File: config.mk
export PLATFORM = sky130hd
export DESIGN_NAME = intgate_validator
export DESIGN_NICKNAME = d
export VERILOG_FILES = /design/src/rtl/ivg_pkg.sv /design/src/rtl/ivg_in_stage.sv /design/src/rtl/ivg_gate_chk.sv /design/src/rtl/ivg_tgt_chk.sv /design/src/rtl/ivg_result_reg.sv /design/src/rtl/intgate_validator.sv
export SDC_FILE = /design/constraint.sdc
export NUM_CORES = 1
export LEC_CHECK = 0
export BUFFER_PORTS_ARGS = -buffer_cell sky130_fd_sc_hd__buf_2
export CAP_MARGIN = 20
export CORE_MARGIN = 2
export CORE_UTILIZATION = 39
export CTS_BUF_LIST = sky130_fd_sc_hd__clkbuf_4 sky130_fd_sc_hd__clkbuf_8 sky130_fd_sc_hd__clkbuf_16
export DETAILED_ROUTE_END_ITERATION = 8
export PLACE_DENSITY = 0.87
export SYNTH_ARGS = -nofsm -noshare
export SYNTH_HDL_FRONTEND = slang
export SYNTH_SLANG_ARGS = --single-unit
File: constraint.sdc
create_clock -name clk -period 0.8 [get_ports clk]
set_clock_uncertainty 0.2 [all_clocks]
set_input_delay 0.08 -clock clk [delete_from_list [all_inputs] [get_ports clk]]
set_output_delay 0.08 -clock clk [all_outputs]
set_load 0.02 [all_outputs]
File: src/rtl/ivg_pkg.sv
package ivg_pkg;

   typedef enum logic [1:0] {
      PATH_NONE  = 2'd0,
      PATH_SAME  = 2'd1,
      PATH_INNER = 2'd2,
      PATH_TASK  = 2'd3
   } path_e;

   typedef enum logic [1:0] {
      FK_NONE = 2'd0,
      FK_GP   = 2'd1,
      FK_NP   = 2'd2
   } fkind_e;

   localparam logic [7:0] FVEC_GP = 8'd13;
   localparam logic [7:0] FVEC_NP = 8'd11;

   localparam logic [3:0] GT_TASK    = 4'd5;
   localparam logic [3:0] GT_INT16   = 4'd6;
   localparam logic [3:0] GT_TRAP16  = 4'd7;
   localparam logic [3:0] GT_INT32   = 4'd14;
   localparam logic [3:0] GT_TRAP32  = 4'd15;

endpackage

File: src/rtl/ivg_in_stage.sv
module ivg_in_stage #(
   parameter int W      = 8,
   parameter int IN_REG = 0
) (
   input  logic         clk,
   input  logic         rst_n,
   input  logic         d_valid,
   input  logic [W-1:0] d_bus,
   output logic         q_valid,
   output logic [W-1:0] q_bus
);

   generate
      if (IN_REG != 0) begin : g_reg
         always_ff @(posedge clk or negedge rst_n) begin
            if (!rst_n) begin
               q_valid <= 1'b0;
               q_bus   <= '0;
            end else begin
               q_valid <= d_valid;
               q_bus   <= d_bus;
            end
         end
      end else begin : g_wire
         assign q_valid = d_valid;
         assign q_bus   = d_bus;
      end
   endgenerate

endmodule

File: src/rtl/ivg_gate_chk.sv
module ivg_gate_chk
   import ivg_pkg::*;
#(
   parameter int VEC_W   = 8,
   parameter int LIMIT_W = 16,
   parameter int ERR_W   = 16
) (
   input  logic [VEC_W-1:0]   vector,
   input  logic               sw_int,
   input  logic               wide,
   input  logic [LIMIT_W-1:0] limit,
   input  logic [1:0]         cpl,
   input  logic               g_ok,
   input  logic               g_is_seg,
   input  logic [3:0]         g_type,
   input  logic [1:0]         g_dpl,
   input  logic               g_present,
   output fkind_e             kind,
   output logic [ERR_W-1:0]   err,
   output logic               is_task,
   output logic               is32,
   output logic               clr_if
);

   localparam int CMP_W = ((LIMIT_W > VEC_W + 4) ? LIMIT_W : VEC_W + 4) + 1;

   logic [CMP_W-1:0] last_byte;
   logic             over_limit;
   logic             type_legal;
   logic [ERR_W-1:0] idx_err;

   always_comb begin
      if (wide) begin
         last_byte = (CMP_W'(vector) << 4) + CMP_W'(15);
         idx_err   = (ERR_W'(vector) << 4) + ERR_W'(2);
      end else begin
         last_byte = (CMP_W'(vector) << 3) + CMP_W'(7);
         idx_err   = (ERR_W'(vector) << 3) + ERR_W'(2);
      end
   end

   assign over_limit = last_byte > CMP_W'(limit);

   always_comb begin
      if (wide) begin
         type_legal = (g_type == GT_INT32) || (g_type == GT_TRAP32);
      end else begin
         type_legal = (g_type == GT_TASK)  || (g_type == GT_INT16) ||
                      (g_type == GT_TRAP16) || (g_type == GT_INT32) ||
                      (g_type == GT_TRAP32);
      end
   end

   always_comb begin
      kind = FK_NONE;
      err  = '0;
      if (over_limit) begin
         kind = FK_GP;
         err  = idx_err;
      end else if (!g_ok || g_is_seg || !type_legal) begin
         kind = FK_GP;
         err  = idx_err;
      end else if (sw_int && (g_dpl < cpl)) begin
         kind = FK_GP;
         err  = idx_err;
      end else if (!g_present) begin
         kind = FK_NP;
         err  = idx_err;
      end
   end

   assign is_task = (g_type == GT_TASK);
   assign is32    = !is_task && g_type[3];
   assign clr_if  = !is_task && !g_type[0];

endmodule

File: src/rtl/ivg_tgt_chk.sv
module ivg_tgt_chk
   import ivg_pkg::*;
#(
   parameter int SEL_W = 16
) (
   input  logic [SEL_W-1:0] sel,
   input  logic [1:0]       cpl,
   input  logic             v86,
   input  logic             t_ok,
   input  logic             t_is_seg,
   input  logic             t_is_code,
   input  logic             t_conf,
   input  logic [1:0]       t_dpl,
   input  logic             t_present,
   output fkind_e           kind,
   output logic [SEL_W-1:0] err,
   output path_e            path
);

   logic [SEL_W-1:0] sel_idx;
   logic             inner_cand;

   assign sel_idx    = sel & ~SEL_W'(3);
   assign inner_cand = !t_conf && (t_dpl < cpl);

   always_comb begin
      kind = FK_NONE;
      err  = '0;
      path = PATH_NONE;
      if (sel_idx == '0) begin
         kind = FK_GP;
      end else if (!t_ok || !t_is_seg || !t_is_code || (t_dpl > cpl)) begin
         kind = FK_GP;
         err  = sel_idx;
      end else if (!t_present) begin
         kind = FK_NP;
         err  = sel_idx;
      end else if (inner_cand) begin
         if (v86 && (t_dpl != 2'd0)) begin
            kind = FK_GP;
            err  = sel_idx;
         end else begin
            path = PATH_INNER;
         end
      end else if (v86) begin
         kind = FK_GP;
         err  = sel_idx;
      end else begin
         path = PATH_SAME;
      end
   end

endmodule

File: src/rtl/ivg_result_reg.sv
module ivg_result_reg
   import ivg_pkg::*;
#(
   parameter int ERR_W = 16
) (
   input  logic             clk,
   input  logic             rst_n,
   input  logic             in_valid,
   input  fkind_e           g_kind,
   input  logic [ERR_W-1:0] g_err,
   input  logic             g_task,
   input  logic             g_is32,
   input  logic             g_clr_if,
   input  fkind_e           t_kind,
   input  logic [ERR_W-1:0] t_err,
   input  path_e            t_path,
   output logic             res_valid,
   output logic             res_fault,
   output logic [7:0]       res_fault_vec,
   output logic [ERR_W-1:0] res_err,
   output logic [1:0]       res_path,
   output logic             res_gate32,
   output logic             res_clr_if
);

   fkind_e           sel_kind;
   logic [ERR_W-1:0] sel_err;
   path_e            sel_path;

   always_comb begin
      sel_kind = FK_NONE;
      sel_err  = '0;
      sel_path = PATH_NONE;
      if (g_kind != FK_NONE) begin
         sel_kind = g_kind;
         sel_err  = g_err;
      end else if (g_task) begin
         sel_path = PATH_TASK;
      end else if (t_kind != FK_NONE) begin
         sel_kind = t_kind;
         sel_err  = t_err;
      end else begin
         sel_path = t_path;
      end
   end

   always_ff @(posedge clk or negedge rst_n) begin
      if (!rst_n) begin
         res_valid     <= 1'b0;
         res_fault     <= 1'b0;
         res_fault_vec <= '0;
         res_err       <= '0;
         res_path      <= '0;
         res_gate32    <= 1'b0;
         res_clr_if    <= 1'b0;
      end else begin
         res_valid     <= in_valid;
         res_fault     <= in_valid && (sel_kind != FK_NONE);
         res_fault_vec <= !in_valid ? 8'd0 :
                          (sel_kind == FK_GP) ? FVEC_GP :
                          (sel_kind == FK_NP) ? FVEC_NP : 8'd0;
         res_err       <= in_valid ? sel_err : '0;
         res_path      <= in_valid ? sel_path : PATH_NONE;
         res_gate32    <= in_valid && (sel_kind == FK_NONE) && g_is32;
         res_clr_if    <= in_valid && (sel_kind == FK_NONE) && g_clr_if;
      end
   end


   idle_chk: assert property (@(posedge clk) disable iff (!rst_n)
      !in_valid |=> !res_valid);


   gate_prio_chk: assert property (@(posedge clk) disable iff (!rst_n)
      (in_valid && (g_kind != FK_NONE)) |=> (res_fault && (res_err == $past(g_err))));


   task_chk: assert property (@(posedge clk) disable iff (!rst_n)
      (in_valid && (g_kind == FK_NONE) && g_task) |=>
         (!res_fault && (res_path == PATH_TASK)));


   fault_clean_chk: assert property (@(posedge clk) disable iff (!rst_n)
      (res_valid && res_fault) |-> ((res_path == PATH_NONE) && !res_gate32 && !res_clr_if));


   fault_vec_chk: assert property (@(posedge clk) disable iff (!rst_n)
      res_fault |-> (res_valid && ((res_fault_vec == FVEC_GP) || (res_fault_vec == FVEC_NP))));

endmodule

File: src/rtl/intgate_validator.sv
module intgate_validator
   import ivg_pkg::*;
#(
   parameter int VEC_W   = 8,
   parameter int LIMIT_W = 16,
   parameter int SEL_W   = 16,
   parameter int IN_REG  = 0
) (
   input  logic               clk,
   input  logic               rst_n,
   input  logic               req_valid,
   input  logic [VEC_W-1:0]   req_vector,
   input  logic               req_sw_int,
   input  logic               req_wide,
   input  logic [LIMIT_W-1:0] idt_limit,
   input  logic [1:0]         cur_cpl,
   input  logic               v86_mode,
   input  logic               gate_ok,
   input  logic               gate_is_seg,
   input  logic [3:0]         gate_type,
   input  logic [1:0]         gate_dpl,
   input  logic               gate_present,
   input  logic [SEL_W-1:0]   tgt_sel,
   input  logic               tgt_ok,
   input  logic               tgt_is_seg,
   input  logic               tgt_is_code,
   input  logic               tgt_conforming,
   input  logic [1:0]         tgt_dpl,
   input  logic               tgt_present,
   output logic               res_valid,
   output logic               res_fault,
   output logic [7:0]         res_fault_vec,
   output logic [SEL_W-1:0]   res_err,
   output logic [1:0]         res_path,
   output logic               res_gate32,
   output logic               res_clr_if
);

   localparam int REQ_W = VEC_W + LIMIT_W + SEL_W + 22;

   generate
      if (SEL_W < VEC_W + 4) begin : g_bad_sel
         $error("SEL_W too narrow for a wide-table error code");
      end
      if ((IN_REG != 0) && (IN_REG != 1)) begin : g_bad_inreg
         $error("IN_REG must be 0 or 1");
      end
      if (VEC_W < 1 || LIMIT_W < 4) begin : g_bad_width
         $error("VEC_W or LIMIT_W out of range");
      end
   endgenerate

   logic [REQ_W-1:0] req_bus, stg_bus;
   logic             stg_valid;

   assign req_bus = {req_vector, req_sw_int, req_wide, idt_limit, cur_cpl, v86_mode,
                     gate_ok, gate_is_seg, gate_type, gate_dpl, gate_present,
                     tgt_sel, tgt_ok, tgt_is_seg, tgt_is_code, tgt_conforming,
                     tgt_dpl, tgt_present};

   ivg_in_stage #(.W(REQ_W), .IN_REG(IN_REG)) u_in (
      .clk     (clk),
      .rst_n   (rst_n),
      .d_valid (req_valid),
      .d_bus   (req_bus),
      .q_valid (stg_valid),
      .q_bus   (stg_bus)
   );

   logic [VEC_W-1:0]   s_vector;
   logic               s_sw_int, s_wide, s_v86;
   logic [LIMIT_W-1:0] s_limit;
   logic [1:0]         s_cpl, s_gdpl, s_tdpl;
   logic               s_gok, s_gseg, s_gpres;
   logic [3:0]         s_gtype;
   logic [SEL_W-1:0]   s_sel;
   logic               s_tok, s_tseg, s_tcode, s_tconf, s_tpres;

   assign {s_vector, s_sw_int, s_wide, s_limit, s_cpl, s_v86,
           s_gok, s_gseg, s_gtype, s_gdpl, s_gpres,
           s_sel, s_tok, s_tseg, s_tcode, s_tconf, s_tdpl, s_tpres} = stg_bus;

   fkind_e           g_kind, t_kind;
   logic [SEL_W-1:0] g_err, t_err;
   logic             g_task, g_is32, g_clr_if;
   path_e            t_path;

   ivg_gate_chk #(.VEC_W(VEC_W), .LIMIT_W(LIMIT_W), .ERR_W(SEL_W)) u_gate (
      .vector    (s_vector),
      .sw_int    (s_sw_int),
      .wide      (s_wide),
      .limit     (s_limit),
      .cpl       (s_cpl),
      .g_ok      (s_gok),
      .g_is_seg  (s_gseg),
      .g_type    (s_gtype),
      .g_dpl     (s_gdpl),
      .g_present (s_gpres),
      .kind      (g_kind),
      .err       (g_err),
      .is_task   (g_task),
      .is32      (g_is32),
      .clr_if    (g_clr_if)
   );

   ivg_tgt_chk #(.SEL_W(SEL_W)) u_tgt (
      .sel       (s_sel),
      .cpl       (s_cpl),
      .v86       (s_v86),
      .t_ok      (s_tok),
      .t_is_seg  (s_tseg),
      .t_is_code (s_tcode),
      .t_conf    (s_tconf),
      .t_dpl     (s_tdpl),
      .t_present (s_tpres),
      .kind      (t_kind),
      .err       (t_err),
      .path      (t_path)
   );


   v86_inner_chk: assert property (@(posedge clk) disable iff (!rst_n)
      (stg_valid && s_v86 && (t_path == PATH_INNER)) |-> (s_tdpl == 2'd0));


   v86_same_chk: assert property (@(posedge clk) disable iff (!rst_n)
      (stg_valid && s_v86) |-> (t_path != PATH_SAME));

   ivg_result_reg #(.ERR_W(SEL_W)) u_res (
      .clk           (clk),
      .rst_n         (rst_n),
      .in_valid      (stg_valid),
      .g_kind        (g_kind),
      .g_err         (g_err),
      .g_task        (g_task),
      .g_is32        (g_is32),
      .g_clr_if      (g_clr_if),
      .t_kind        (t_kind),
      .t_err         (t_err),
      .t_path        (t_path),
      .res_valid     (res_valid),
      .res_fault     (res_fault),
      .res_fault_vec (res_fault_vec),
      .res_err       (res_err),
      .res_path      (res_path),
      .res_gate32    (res_gate32),
      .res_clr_if    (res_clr_if)
   );

endmodule

**Word-level counts from Yosys, hierarchy flattened**

Index checks and enable logic that the tools add are counted.

- Register bits after elaboration: 30
- Output and inout port bits: 30
- Input bits: 64

- Eq/ne operators: 7
- Multiplexer cells: 43
- Order comparisons: 4
- $add $sub $neg: 4
- Reductions and logical operators: 33

Operators by type and width:

| cell | number |
|---|---|
| two-way mux 16 bit | 14 |
| two-way mux 2 bit | 20 |
| two-way mux 13 bit | 2 |
| greater-than comparator 17 x 16 -> 1 bit | 1 |
| zero test 16 bit | 1 |
| two-way mux 8 bit | 2 |
| adder 12 x 2 -> 13 bit, second input constant | 1 |
| adder 12 x 4 -> 13 bit, second input constant | 1 |
| adder 11 x 2 -> 12 bit, second input constant | 1 |
| adder 11 x 3 -> 12 bit, second input constant | 1 |
| == test 4 x 3 -> 1 bit, second input constant | 3 |
| logical OR 1 bit | 10 |
| logical AND 1 bit | 9 |
| == test 4 bit, second input constant | 2 |
| zero test 1 bit | 8 |
| nonzero test 2 bit | 4 |
| less-than comparator 2 bit | 2 |
| two-way mux 1 bit | 4 |
| two-way mux 4 bit | 1 |
| == test 2 x 1 -> 1 bit, second input constant | 1 |
| == test 2 bit, second input constant | 1 |
| greater-than comparator 2 bit | 1 |
| zero test 2 bit | 1 |

**Depth between registers and ports, before layout**

- Depth in word-level cells: 16
- Mapped depth: 12
- Mapped depth without buffers: 11

**Cells and area by module**

From an unflattened synthesis, not the netlist that was laid out.

- Cell total of the unflattened synthesis: 307
- Area, all modules: 2706.3 µm²

By module, submodules not included:

| module | instances | area an instance (µm²) | cells an instance |
|---|---|---|---|
| ivg_result_reg | 1 | 1201.2 | 106 |
| ivg_gate_chk | 1 | 651.9 | 78 |
| ivg_in_stage | 1 | 473.0 | 63 |
| ivg_tgt_chk | 1 | 376.6 | 59 |
| intgate_validator | 1 | 3.8 | 1 |

**Worst setup path after synthesis**

OpenSTA, ideal clock, no wires.

- Kind: input to register
- From: in req_wide
- To: reg u_res.res_fault_vec[0]
- Data required time: 0.481 ns
- Arrival time: 2.295 ns
- Library setup time: 0.119 ns
- Slack: -1.814 ns
- Stages on the path: 11
- Buffers on the path: 1
- Path through: clkbuf_1 > mux2_2 > ha_1 > nand4b_1 > nor4_2 > nor4_2 > o21ai_2 > nand2_1 > a31oi_1 > ha_1 > and2_1

- Cells in the longest elaborated chain, start to end: 11

RTL lines:

| what | RTL line | text |
|---|---|---|
| start, declared | intgate_validator.sv:14 | `input logic req_wide,` |
| parallel branches: the longest is 4 deep, another holds greater-than comparator 17 x 16 -> 1 bit | -- |  |
| two-way mux 2 bit (*) | ivg_gate_chk.sv:57 | `if (over_limit) begin` |
| nonzero test 2 bit | ivg_result_reg.sv:34 | `if (g_kind != FK_NONE) begin` |
| two-way mux 2 bit (*) | ivg_result_reg.sv:34 |  |
| == test 2 bit | ivg_result_reg.sv:61 | `(sel_kind == FK_NP) ? FVEC_NP : 8'd0;` |
| two-way mux 4 bit | ivg_result_reg.sv:61 |  |
| two-way mux 8 bit (*) | ivg_result_reg.sv:60 | `(sel_kind == FK_GP) ? FVEC_GP :` |
| two-way mux 8 bit (*) | ivg_result_reg.sv:59 | `res_fault_vec <= !in_valid ? 8'd0 :` |
| end signal, assigned | ivg_result_reg.sv:59 |  |
| end, declared | ivg_result_reg.sv:19 | `output logic [7:0] res_fault_vec,` |

Mark *: on every way between the ends.

**Worst setup path after layout**

- From: in cur_cpl[1]
- To: reg u_res.res_fault_vec[1]

- Cells in the longest elaborated chain, start to end: 14

RTL lines:

| what | RTL line | text |
|---|---|---|
| start, declared | intgate_validator.sv:16 | `input logic [1:0] cur_cpl,` |
| less-than comparator 2 bit | ivg_tgt_chk.sv:24 | `assign inner_cand = !t_conf && (t_dpl < cpl);` |
| logical AND 1 bit | ivg_tgt_chk.sv:24 |  |
| two-way mux 2 bit | ivg_tgt_chk.sv:38 | `end else if (inner_cand) begin` |
| two-way mux 2 bit | ivg_tgt_chk.sv:35 | `end else if (!t_present) begin` |
| two-way mux 2 bit | ivg_tgt_chk.sv:32 | `end else if (!t_ok \|\| !t_is_seg \|\| !t_is_code \|\| (t_dpl > cpl)) begin` |
| two-way mux 2 bit | ivg_tgt_chk.sv:30 | `if (sel_idx == '0) begin` |
| nonzero test 2 bit | ivg_result_reg.sv:39 | `end else if (t_kind != FK_NONE) begin` |
| two-way mux 2 bit | ivg_result_reg.sv:39 |  |
| two-way mux 2 bit | ivg_result_reg.sv:37 | `end else if (g_task) begin` |
| two-way mux 2 bit (*) | ivg_result_reg.sv:34 |  |
| == test 2 bit | ivg_result_reg.sv:61 |  |
| two-way mux 4 bit | ivg_result_reg.sv:61 |  |
| two-way mux 8 bit (*) | ivg_result_reg.sv:60 |  |
| two-way mux 8 bit (*) | ivg_result_reg.sv:59 |  |

Mark *: on every way between the ends. The rest lies on a longest branch, timed or not.

==> flow_metrics.tcl <==
set metrics [dict create \
    grt_max_degree 25 \
    setup_ws_ns -1.37 \
    hold_violations 16 \
    clock-sinks 24 \
    worstPathArrival_ns 2.12 \
    wl_met1_um 1920 \
    leakagePower_nw 1.44 \
    slowest_stage "o21ai_0" \
    rows 22 \
    fin_crit_sh 2.72 \
    crit_required_ns 0.75 \
    grt_pass1_vias 1804 \
    async_flop_share 1.00 \
    outcome "finished, violations left" \
    crit_family "compound AO/OA/AOI/OAI gates" \
    hp-class "input pin to flip-flop" \
    setup.worst_path.start "cur_cpl[1]" \
    track_usage 0.228 \
    yosysSeqAreaShare 0.389 \
    power_density_nw_per_um2 1090 \
    cp-start-kind "input pin" \
    area_delta_synth_final_pct 82.2 \
    report.final.slew_viol_count 0 \
    post-dp-hpwl_um 3670 \
    met2_length_um 2870 \
    drtIter0Drc 95 \
    portBuffers 86 \
    endpoint_kind "flip-flop" \
    layout_min_cycle_time_ns 2.17 \
    hold_start "gate_type[0]" \
    max_freq_mhz 460 \
    ios 94 \
    crit_chain "buf_2 > inv_1 > ha_1 > nor2b_4 > nor3_2 > a21bo_1 > o21ai_0 > a31oi_4 > buf_4 > ha_1 > and2_1" \
    holdBufCountCts 1 \
    postSynthAreaPerCell_um2 10.2 \
    wire_per_inst_um 15.5 \
    syn_inst 151 \
    grt_pass1_wl_um 7730 \
    htreeDepth 1 \
    grt-ovfl-total 0 \
    holdPathStages 2 \
    chipHeight_um 66.9 \
    root_buffer "clkbuf_8" \
    worstMarginPinSlew_ns 0.689 \
    fin_area_um2 2810 \
    setup_viol 48 \
    vias 1690 \
    drtPass1Iterations 4 \
    nets 364 \
    yosysUniqueCellTypes 40 \
    drive_above_1_share 0.625 \
    slew_headroom 0.536 \
    placeableCoreArea_um2 3740 \
    wl_um 5130 \
    crit_fanout 2 \
    synth_area_um2 1540 \
    finalWeightedCongestion 0.889 \
    ir_drop_uv 589 \
    whs_ns -0.206 \
    tritoncts "done" \
    cp.depth 11 \
    maxCapViolCount 0 \
    highest_layer "met4" \
    power.total_w 0.00306 \
    cts_buffers 3 \
    synth-seq-cells 24 \
    yosysWarnings 0 \
    die_x_um 66.9 \
    cp_slowest_stage_delay_ns 0.55 \
    clkTransAtPathRegs_ns 0.07 \
    via_per_inst 5.11 \
    ys.flop_type "dfrtp_1" \
    antenna_found_initial 0 \
    initial_core_util 0.412 \
    dpl_cell_area_um2 2360 \
    fin_util 0.751 \
    place_inst 318 \
    route.met3.wl_um 210 \
    dieArea_um2 4480 \
    cts_buffer_depth 2 \
    violations "negative hold slack, negative setup slack" \
    synth_edf_count 0 \
    critPathKind "input pin to flip-flop" \
    worst_path_most_repeated_cell "ha_1" \
    path_buf_inv 3 \
    postRouteAntennaNets 0 \
    rsz0062_at_grt "yes" \
    remaining_drc_errors 0 \
    n_fill_cell 239 \
    final_cells 331 \
    n_antenna_cell 0 \
]
==> synth_stat cells (3+ instances only) <==
master | n | area (um2)
and3_1 | 3 | 18.8
inv_1 | 14 | 52.6
nor2b_1 | 3 | 18.8
ha_1 | 15 | 188
nand4_1 | 3 | 18.8
dfrtp_1 | 24 | 601
mux2_2 | 7 | 78.8
a21oi_1 | 4 | 20.0
and2_1 | 9 | 56.3
buf_4 | 6 | 45.0
o21ai_0 | 4 | 20.0
a22o_1 | 8 | 70.1
nand2_1 | 7 | 26.3
nand3_1 | 6 | 30.0
nor4_1 | 3 | 18.8
nor2_1 | 6 | 22.5
==> report_power, final <==
group / leakage, nW / switching, W / internal, W / total [W]
logic: 1.10 / 0.000516 / 0.000607 / 0.00112
registers: 0.315 / 0.0000259 / 0.00126 / 0.00129
clock network: 0.0216 / 0.000320 / 0.000335 / 0.000655
==> worst paths after layout <==
check | end | slack (ns)
max | u_res.res_fault_vec[1] | -1.37
min | u_res.res_clr_if | -0.21
max in group asynchronous | u_res.res_err[5] | 0.18
min in group asynchronous | u_res.res_err[12] | 0.08
==> metrics by stage <==
step / setup slack (ns) / TNS, ns / hold slack (ns)
after floorplan: -1.58 / -31.58 / -0.416
after global placement: -1.74 / -35.76 / -0.175
after detailed placement: -1.83 / -36.98 / -0.175
after CTS: -1.35 / -34.07 / -0.202
after global routing: -1.42 / -36.39 / -0.217
final: -1.37 / -34.47 / -0.206
==> placed cells by master (no fill, tap or decap), drive strengths merged, types with 5 or more instances in the layout <==
cell type  instances
dfrtp             24
conb               5
buf              130
nor2               6
nand3              6
o21ai              6
a22o               8
ha                15
nand2              7
and2               9
inv               15
nor4               5
mux2               7
==> repair_timing <==
| item | CTS | global route |
|---|---|---|
| endpoints found under the setup margin | 48 | 48 |
| buffers inserted | 5 | 2 |
| resized for setup | 70 | 15 |
| pin swaps | 25 | 8 |
| hold endpoints to repair | 40 | 14 |
| cloned | 3 | 0 |
==> logic make-up (layout without fill, tap and decap cells) <==
kind of cell | Yosys count | after routing | share of synthesized area
simple gates | 49 | 50 | 0.195
other cells | 1 | 5 | 0.00243
compound gates | 32 | 32 | 0.165
mux | 7 | 7 | 0.0511
fa+ha+maj | 15 | 15 | 0.122
buf+inv | 23 | 150 | 0.0754
flops | 24 | 24 | 0.389
==> layout make-up <==
cell class | count | area, um2 | share of cell area
Clock buffer | 3 | 41.3 | 0.0147
Inverter | 15 | 56.3 | 0.0200
Multi-Input combinational cell | 109 | 1060 | 0.379
Sequential cell | 24 | 601 | 0.214
Tap cell | 48 | 60.1 | 0.0214
Timing Repair Buffer | 131 | 982 | 0.349
Timing Repair inverter | 1 | 7.51 | 0.00267
==> registers in the layout (all words and copies together), names as in the netlist <==
register	cells
u_res.res_fault_vec	3
u_res.res_path	2
u_res.res_fault	1
u_res.res_gate32	1
u_res.res_valid	1
u_res.res_clr_if	1
u_res.res_err	15
==> metal layers <==
metal  GRT usage  vias to the layer above
met1       0.237                      812
met2       0.465                       65
met4      0.0765                        0
met3      0.0186                       16
met5           0                        -
li1            -                      797
Note: power is estimated with default switching activity, not from simulation.
